==> src/rtl/pcim_b2b_pkg.sv <==
package pcim_b2b_pkg;

    localparam int ADW = 32;

    typedef enum logic [1:0] {
        ST_IDLE = 2'd0,
        ST_ADDR = 2'd1,
        ST_DATA = 2'd2
    } bus_st_e;

    localparam logic [3:0] CMD_MEM_RD = 4'b0110;
    localparam logic [3:0] CMD_MEM_WR = 4'b0111;
    localparam logic [3:0] BE_ALL_N   = 4'b0000;
    localparam logic [3:0] CMD_NONE   = 4'b1111;

    typedef struct packed {
        logic [ADW-1:0] addr;
        logic [ADW-1:0] wdata;
        logic           wr;
        logic           len3;
    } xact_t;

    function automatic logic in_win(input logic [ADW-1:0] a,
                                    input logic [ADW-1:0] base,
                                    input logic [ADW-1:0] mask);
        return (a & mask) == (base & mask);
    endfunction

endpackage

==> src/rtl/b2b_rr_arb.sv <==
module b2b_rr_arb (
    input  logic [1:0] req,
    input  logic       last,
    output logic       pick,
    output logic       any
);
    always_comb begin
        any  = |req;
        pick = (&req) ? ~last : req[1];
    end
endmodule

==> src/rtl/b2b_win_chk.sv <==
module b2b_win_chk
    import pcim_b2b_pkg::*;
#(
    parameter int NCMP = 2
) (
    input  logic [NCMP-1:0][ADW-1:0] addr,
    input  logic [ADW-1:0]           base,
    input  logic [ADW-1:0]           mask,
    output logic                     all_in
);
    logic [NCMP-1:0] hit;

    for (genvar g = 0; g < NCMP; g++) begin : g_cmp
        assign hit[g] = in_win(addr[g], base, mask);
    end

    assign all_in = &hit;
endmodule

==> src/rtl/pcim_b2b_seq.sv <==
module pcim_b2b_seq
    import pcim_b2b_pkg::*;
#(
    parameter int DEVSEL_WAIT = 5
) (
    input  logic                clk,
    input  logic                rst,
    input  logic [1:0]          src_req,
    input  logic [1:0][ADW-1:0] src_addr,
    input  logic [1:0]          src_wr,
    input  logic [1:0]          src_len3,
    input  logic [1:0][ADW-1:0] src_wdata,
    output logic [1:0]          src_done,
    output logic                src_full,
    output logic                rd_valid,
    output logic [ADW-1:0]      rd_data,
    input  logic [ADW-1:0]      win_base,
    input  logic [ADW-1:0]      win_mask,
    input  logic                bus_grant_n,
    output logic                bus_cyc_n,
    output logic                bus_mrdy_n,
    input  logic                bus_tack_n,
    input  logic                bus_tstop_n,
    input  logic                bus_tsel_n,
    output logic [ADW-1:0]      bus_aout,
    output logic                bus_aoe,
    input  logic [ADW-1:0]      bus_ain,
    output logic [3:0]          bus_cmd_n
);
    localparam int WCW = $clog2(DEVSEL_WAIT + 1);
    localparam logic [WCW-1:0] WAIT_LAST = WCW'(DEVSEL_WAIT - 1);

    bus_st_e        st_q;
    logic           cur_q, last_q;
    xact_t          xa_q;
    logic [1:0]     cnt_q;
    logic           dsel_q;
    logic [WCW-1:0] wcnt_q;
    logic [1:0]     done_q;
    logic           full_q, rdv_q;
    logic [ADW-1:0] rdd_q;

    xact_t req_x [2];
    always_comb begin
        for (int i = 0; i < 2; i++) begin
            req_x[i] = '{addr: src_addr[i], wdata: src_wdata[i],
                         wr: src_wr[i], len3: src_len3[i]};
        end
    end

    // Arbitration: a client whose done pulse is showing is not eligible
    logic [1:0] eff_req;
    logic       pick, any;
    assign eff_req = src_req & ~done_q;

    b2b_rr_arb u_arb (
        .req  (eff_req),
        .last (last_q),
        .pick (pick),
        .any  (any)
    );

    // Window match of the running and the candidate follow-on address
    logic                oth;
    xact_t               oth_x;
    logic [1:0][ADW-1:0] cmp_addr;
    logic                win_ok;
    assign oth      = ~cur_q;
    assign oth_x    = req_x[oth];
    assign cmp_addr = {oth_x.addr, xa_q.addr};

    b2b_win_chk #(.NCMP(2)) u_win (
        .addr   (cmp_addr),
        .base   (win_base),
        .mask   (win_mask),
        .all_in (win_ok)
    );

    // Data-phase decode
    logic in_data, last_ph, grant, dsel, tack, tstop, abort, end_any, full_now, chain;
    always_comb begin
        in_data  = (st_q == ST_DATA);
        last_ph  = in_data && (cnt_q == (xa_q.len3 ? 2'd2 : 2'd1));
        grant    = !bus_grant_n;
        dsel     = dsel_q || !bus_tsel_n;
        tack     = in_data && dsel && !bus_tack_n;
        tstop    = in_data && dsel && !bus_tstop_n;
        abort    = in_data && !dsel && (wcnt_q == WAIT_LAST);
        end_any  = abort || tstop || (tack && last_ph);
        full_now = tack && last_ph;
        chain    = end_any && full_now && !tstop && grant && src_req[oth] && win_ok;
    end

    always_ff @(posedge clk) begin
        if (rst) begin
            st_q   <= ST_IDLE;
            cur_q  <= 1'b0;
            last_q <= 1'b1;
            xa_q   <= '0;
            cnt_q  <= '0;
            dsel_q <= 1'b0;
            wcnt_q <= '0;
            done_q <= '0;
            full_q <= 1'b0;
            rdv_q  <= 1'b0;
            rdd_q  <= '0;
        end else begin
            done_q <= '0;
            rdv_q  <= 1'b0;
            unique case (st_q)
                ST_IDLE: begin
                    if (grant && any) begin
                        st_q   <= ST_ADDR;
                        cur_q  <= pick;
                        last_q <= pick;
                        xa_q   <= req_x[pick];
                    end
                end
                ST_ADDR: begin
                    st_q   <= ST_DATA;
                    cnt_q  <= '0;
                    dsel_q <= 1'b0;
                    wcnt_q <= '0;
                end
                ST_DATA: begin
                    dsel_q <= dsel;
                    if (!dsel) wcnt_q <= wcnt_q + 1'b1;
                    if (tack) begin
                        cnt_q <= cnt_q + 1'b1;
                        if (!xa_q.wr) begin
                            rdv_q <= 1'b1;
                            rdd_q <= bus_ain;
                        end
                    end
                    if (end_any) begin
                        done_q[cur_q] <= 1'b1;
                        full_q        <= full_now;
                        if (chain) begin
                            st_q   <= ST_ADDR;
                            cur_q  <= oth;
                            last_q <= oth;
                            xa_q   <= oth_x;
                        end else begin
                            st_q <= ST_IDLE;
                        end
                    end
                end
                default: st_q <= ST_IDLE;
            endcase
        end
    end

    always_comb begin
        bus_cyc_n  = !((st_q == ST_ADDR) || (in_data && !last_ph));
        bus_mrdy_n = !in_data;
        bus_aoe    = (st_q == ST_ADDR) || (in_data && xa_q.wr);
        bus_aout   = (st_q == ST_ADDR) ? xa_q.addr : (xa_q.wdata + ADW'(cnt_q));
        if (st_q == ST_ADDR)  bus_cmd_n = xa_q.wr ? CMD_MEM_WR : CMD_MEM_RD;
        else if (in_data)     bus_cmd_n = BE_ALL_N;
        else                  bus_cmd_n = CMD_NONE;
    end

    assign src_done = done_q;
    assign src_full = full_q;
    assign rd_valid = rdv_q;
    assign rd_data  = rdd_q;
endmodule

==> config.mk <==
export PLATFORM = sky130hd
export DESIGN_NAME = pcim_b2b_seq
export DESIGN_NICKNAME = d
export VERILOG_FILES = /design/src/rtl/pcim_b2b_pkg.sv /design/src/rtl/b2b_rr_arb.sv /design/src/rtl/b2b_win_chk.sv /design/src/rtl/pcim_b2b_seq.sv
export SDC_FILE = /design/constraint.sdc
export NUM_CORES = 1
export LEC_CHECK = 0
export BUFFER_PORTS_ARGS = -buffer_cell sky130_fd_sc_hd__buf_2
export CAP_MARGIN = 20
export CORE_AREA = 2 2 132 134
export CTS_CLUSTER_SIZE = 8
export DETAILED_ROUTE_END_ITERATION = 7
export DIE_AREA = 0 0 134 136
export GPL_TIMING_DRIVEN = 0
export PLACE_DENSITY = 0.81
export SYNTH_ARGS = -nofsm -noshare
export SYNTH_HDL_FRONTEND = slang
export SYNTH_SLANG_ARGS = --single-unit
==> constraint.sdc <==
create_clock -name clk -period 3 [get_ports clk]
set_input_delay 0.15 -clock clk [delete_from_list [all_inputs] [get_ports clk]]
set_output_delay 0.15 -clock clk [all_outputs]
set_load 0.01 [all_outputs]
==> impl_metrics.py <==
metrics = {
    "status": {
        "status": "finished clean",
    },
    "floorplanning": {
        "fp.dieArea_sq_um": 18200,
        "fp.dieW_microns": 134,
        "io_pins": 311,
        "initial_core_util_pct": 43.1,
        "die_y_microns": 136,
        "core_area_sq_um": 16900,
        "rows": 48,
    },
    "worst_setup_path": {
        "cp.required_ns": 3.23,
        "critPathArrivalTime_ns": 3.09,
        "critPathKind": "register to register",
        "cp_max_fo": 10,
        "endpoint_kind": "register",
        "start_kind": "register",
    },
    "placement": {
        "port_buffers": 310,
        "post-place-ws_ns": -0.441,
        "dp_hpwl_mm": 22.2,
        "place_congestion": 0.949,
        "place_area_sq_um": 9110,
    },
    "sta": {
        "layout_worst_path_cycle_share_pct": 95.5,
        "clock.fmax_mhz": 349,
        "hold_violations": 0,
        "fin_skew_ns": 0.0134,
        "fin_tns_setup_ns": 0,
        "tightest_slew_ns": 0.814,
        "drv_slew": 0,
        "rsz0062_at_grt": "false",
        "fin_crit_ns": 2.87,
        "maxSlewHeadroom_pct": 45.8,
        "setup_viol": 0,
        "worst_slack_ns": 0.135,
    },
    "grt": {
        "grt-ovfl-total": 0,
        "antenna_found_initial": 3,
        "grt_pass1_vias": 7260,
        "grtUsageTotal_pct": 29.1,
        "grt_max_degree": 20,
        "grt_pass1_wl_mm": 40.4,
    },
    "logic_synthesis": {
        "syn_avg_cell_area_sq_um": 8.55,
        "netlist_area_sq_um": 7280,
        "yosys_register_bits": 112,
        "synthDistinctLibCells": 53,
        "syn-num-nets": 1097,
        "synth-seq-area-share_pct": 30.8,
        "synth_edf_count": 0,
        "netlist_instances": 851,
        "ys_async_sr_fraction_pct": 0,
        "ys.flop_type": "dfxtp_1",
        "yosysWarnings": 0,
    },
    "layout": {
        "fin_nets": 1420,
        "layout-drive-gt1-share_pct": 31.4,
        "final_cell_mix": "buf_2, nand2_1, mux2i_1",
        "final_common_cell": "buf_2",
        "syn2layout_area_growth_pct": 30.9,
        "final_area_sq_um": 9530,
    },
    "routing": {
        "vias": 7883,
        "drt-pass1-iter-count": 5,
        "antenna_left": 0,
        "first_iter_violations": 555,
        "routed_wl_mm": 27.4,
        "via_per_inst": 5.61,
        "drc": 0,
        "wire_per_inst_microns": 19.5,
    },
    "worst_hold_path": {
        "hold_path_class": "primary input to register",
    },
    "clock_network": {
        "clockRootBuffer": "clkbuf_16",
        "insertion_delay_ns": 0.36,
        "clockBufferDepth": 2,
        "cts_inserted_buffers": 9,
        "cts_sinks": 112,
        "cts_hold_buf": 0,
        "cts_tree": "built",
        "htree_levels": 3,
        "clkTransAtPathRegs_ns": 0.08,
    },
    "power": {
        "p_leak_nw": 4.22,
        "power_density_nw_per_um2": 778,
        "ir_worst_vdd_mv": 0.405,
    },
    "flow_run": {
        "cap_violations": 0,
    },
}
-- kinds of logic after synthesis --
kind of cell / synth area share, %
buffers and inverters: 4.59
AND/OR/NAND/NOR: 18.5
XOR/XNOR: 7.94
multiplexers: 18.5
adder cells (fa/ha/maj): 1.82
AO/OA/AOI/OAI: 17.8
flip-flops: 30.8
-- registers in the layout, summed over array words and instances (netlist names) --
name	cells
xa_q	34
cmp_addr	32
rd_data	32
wcnt_q	3
cnt_q	2
src_done	2
st_q	2
cur_q	1
dsel_q	1
last_q	1
rd_valid	1
src_full	1
-- cells in the mapped netlist, types with 3 or more instances --
library cell | count | area, sq um
a2111oi_0 | 5 | 43.8
a211oi_1 | 3 | 22.5
a21oi_1 | 42 | 210
a22oi_1 | 19 | 143
and2_1 | 4 | 25.0
and3_1 | 6 | 37.5
and3b_1 | 3 | 26.3
and4_1 | 8 | 70.1
buf_2 | 12 | 60.1
buf_6 | 7 | 78.8
clkbuf_1 | 27 | 101
dfxtp_1 | 112 | 2240
ha_1 | 9 | 113
inv_1 | 22 | 82.6
mux2_2 | 4 | 45.0
mux2i_1 | 130 | 1300
nand2_1 | 139 | 522
nand2b_1 | 28 | 175
nand3_1 | 14 | 70.1
nand3b_1 | 3 | 22.5
nand4_1 | 9 | 56.3
nor2_1 | 20 | 75.1
nor2b_1 | 5 | 31.3
nor3_1 | 11 | 55.1
nor3b_1 | 4 | 30.0
nor4_1 | 12 | 75.1
o21ai_0 | 31 | 155
o22ai_1 | 4 | 25.0
o2bb2ai_1 | 65 | 569
xnor2_1 | 21 | 184
xor2_1 | 45 | 394
-- final timing paths --
kind,slack (ns),start,cells after the start,end
max,0.13,st_q[0]$_SDFFE_PP0P_,10,xa_q[32]$_SDFFE_PP0P_
max reg2reg,0.13,st_q[0]$_SDFFE_PP0P_,10,xa_q[32]$_SDFFE_PP0P_
min,0.02,bus_ain[28],3,rd_data[28]$_SDFFE_PP0P_
min reg2reg,0.45,rd_data[30]$_SDFFE_PP0P_,2,rd_data[30]$_SDFFE_PP0P_
-- where the power goes --
part           switching [W]  internal [W]  total, W
registers           0.000570       0.00193   0.00250
clock network       0.000599      0.000662   0.00126
logic                0.00211       0.00154   0.00365
total                0.00328       0.00413   0.00741
-- final cells by class --
class	count	area, sq um
inverters	22	82.6
flip-flops and latches	112	2250
plain buffers	48	269
clock inverters	6	73.8
diodes	2	5.00
well taps	225	282
repair buffers	312	1570
multi-input cells	669	4770
fillers	1537	7350
clock buffers	10	229
-- worst max-delay path, cell delays in order, from the launching register on --
cell and delay [ns]:
dfxtp_1 0.33, inv_1 0.12, ha_1 0.19, buf_2 0.22, inv_1 0.08, buf_2 0.20
o21ai_2 0.41, buf_4 0.37, clkbuf_4 0.32, mux2i_1 0.37, o2bb2ai_1 0.10
-- through the flow --
stage | cells | util (%) | power [W] | hold slack (ns)
CTS | 1403 | 56.0 | 0.00731 | 0.0145
global placement | 1386 | 54.0 | 0.00599 | 0.390
global route | 1406 | 56.5 | 0.00781 | 0.0204
floorplan | 851 | - | 0.00464 | 0.286
detailed placement | 1386 | 54.0 | 0.00604 | 0.396
finish | 1406 | 56.5 | 0.00741 | 0.0204
-- timing repair --
| item | CTS | global route |
|---|---|---|
| endpoints found under the hold margin | 0 | 0 |
| pin swaps | 1 | 3 |
| gates resized for setup | 11 | 25 |
| setup buffers | 1 | 1 |
| endpoints found under the setup margin | 62 | 79 |
-- metal layers --
layer,vias to the layer above,global-route usage [%],share of wire [%]
li1,3715,-,-
met1,3677,39.0,43
met2,406,46.8,45
met3,83,3.88,7.1
met4,2,13.1,4.5
met5,-,0,0.066
No activity file was read; power rests on OpenSTA's default activity.
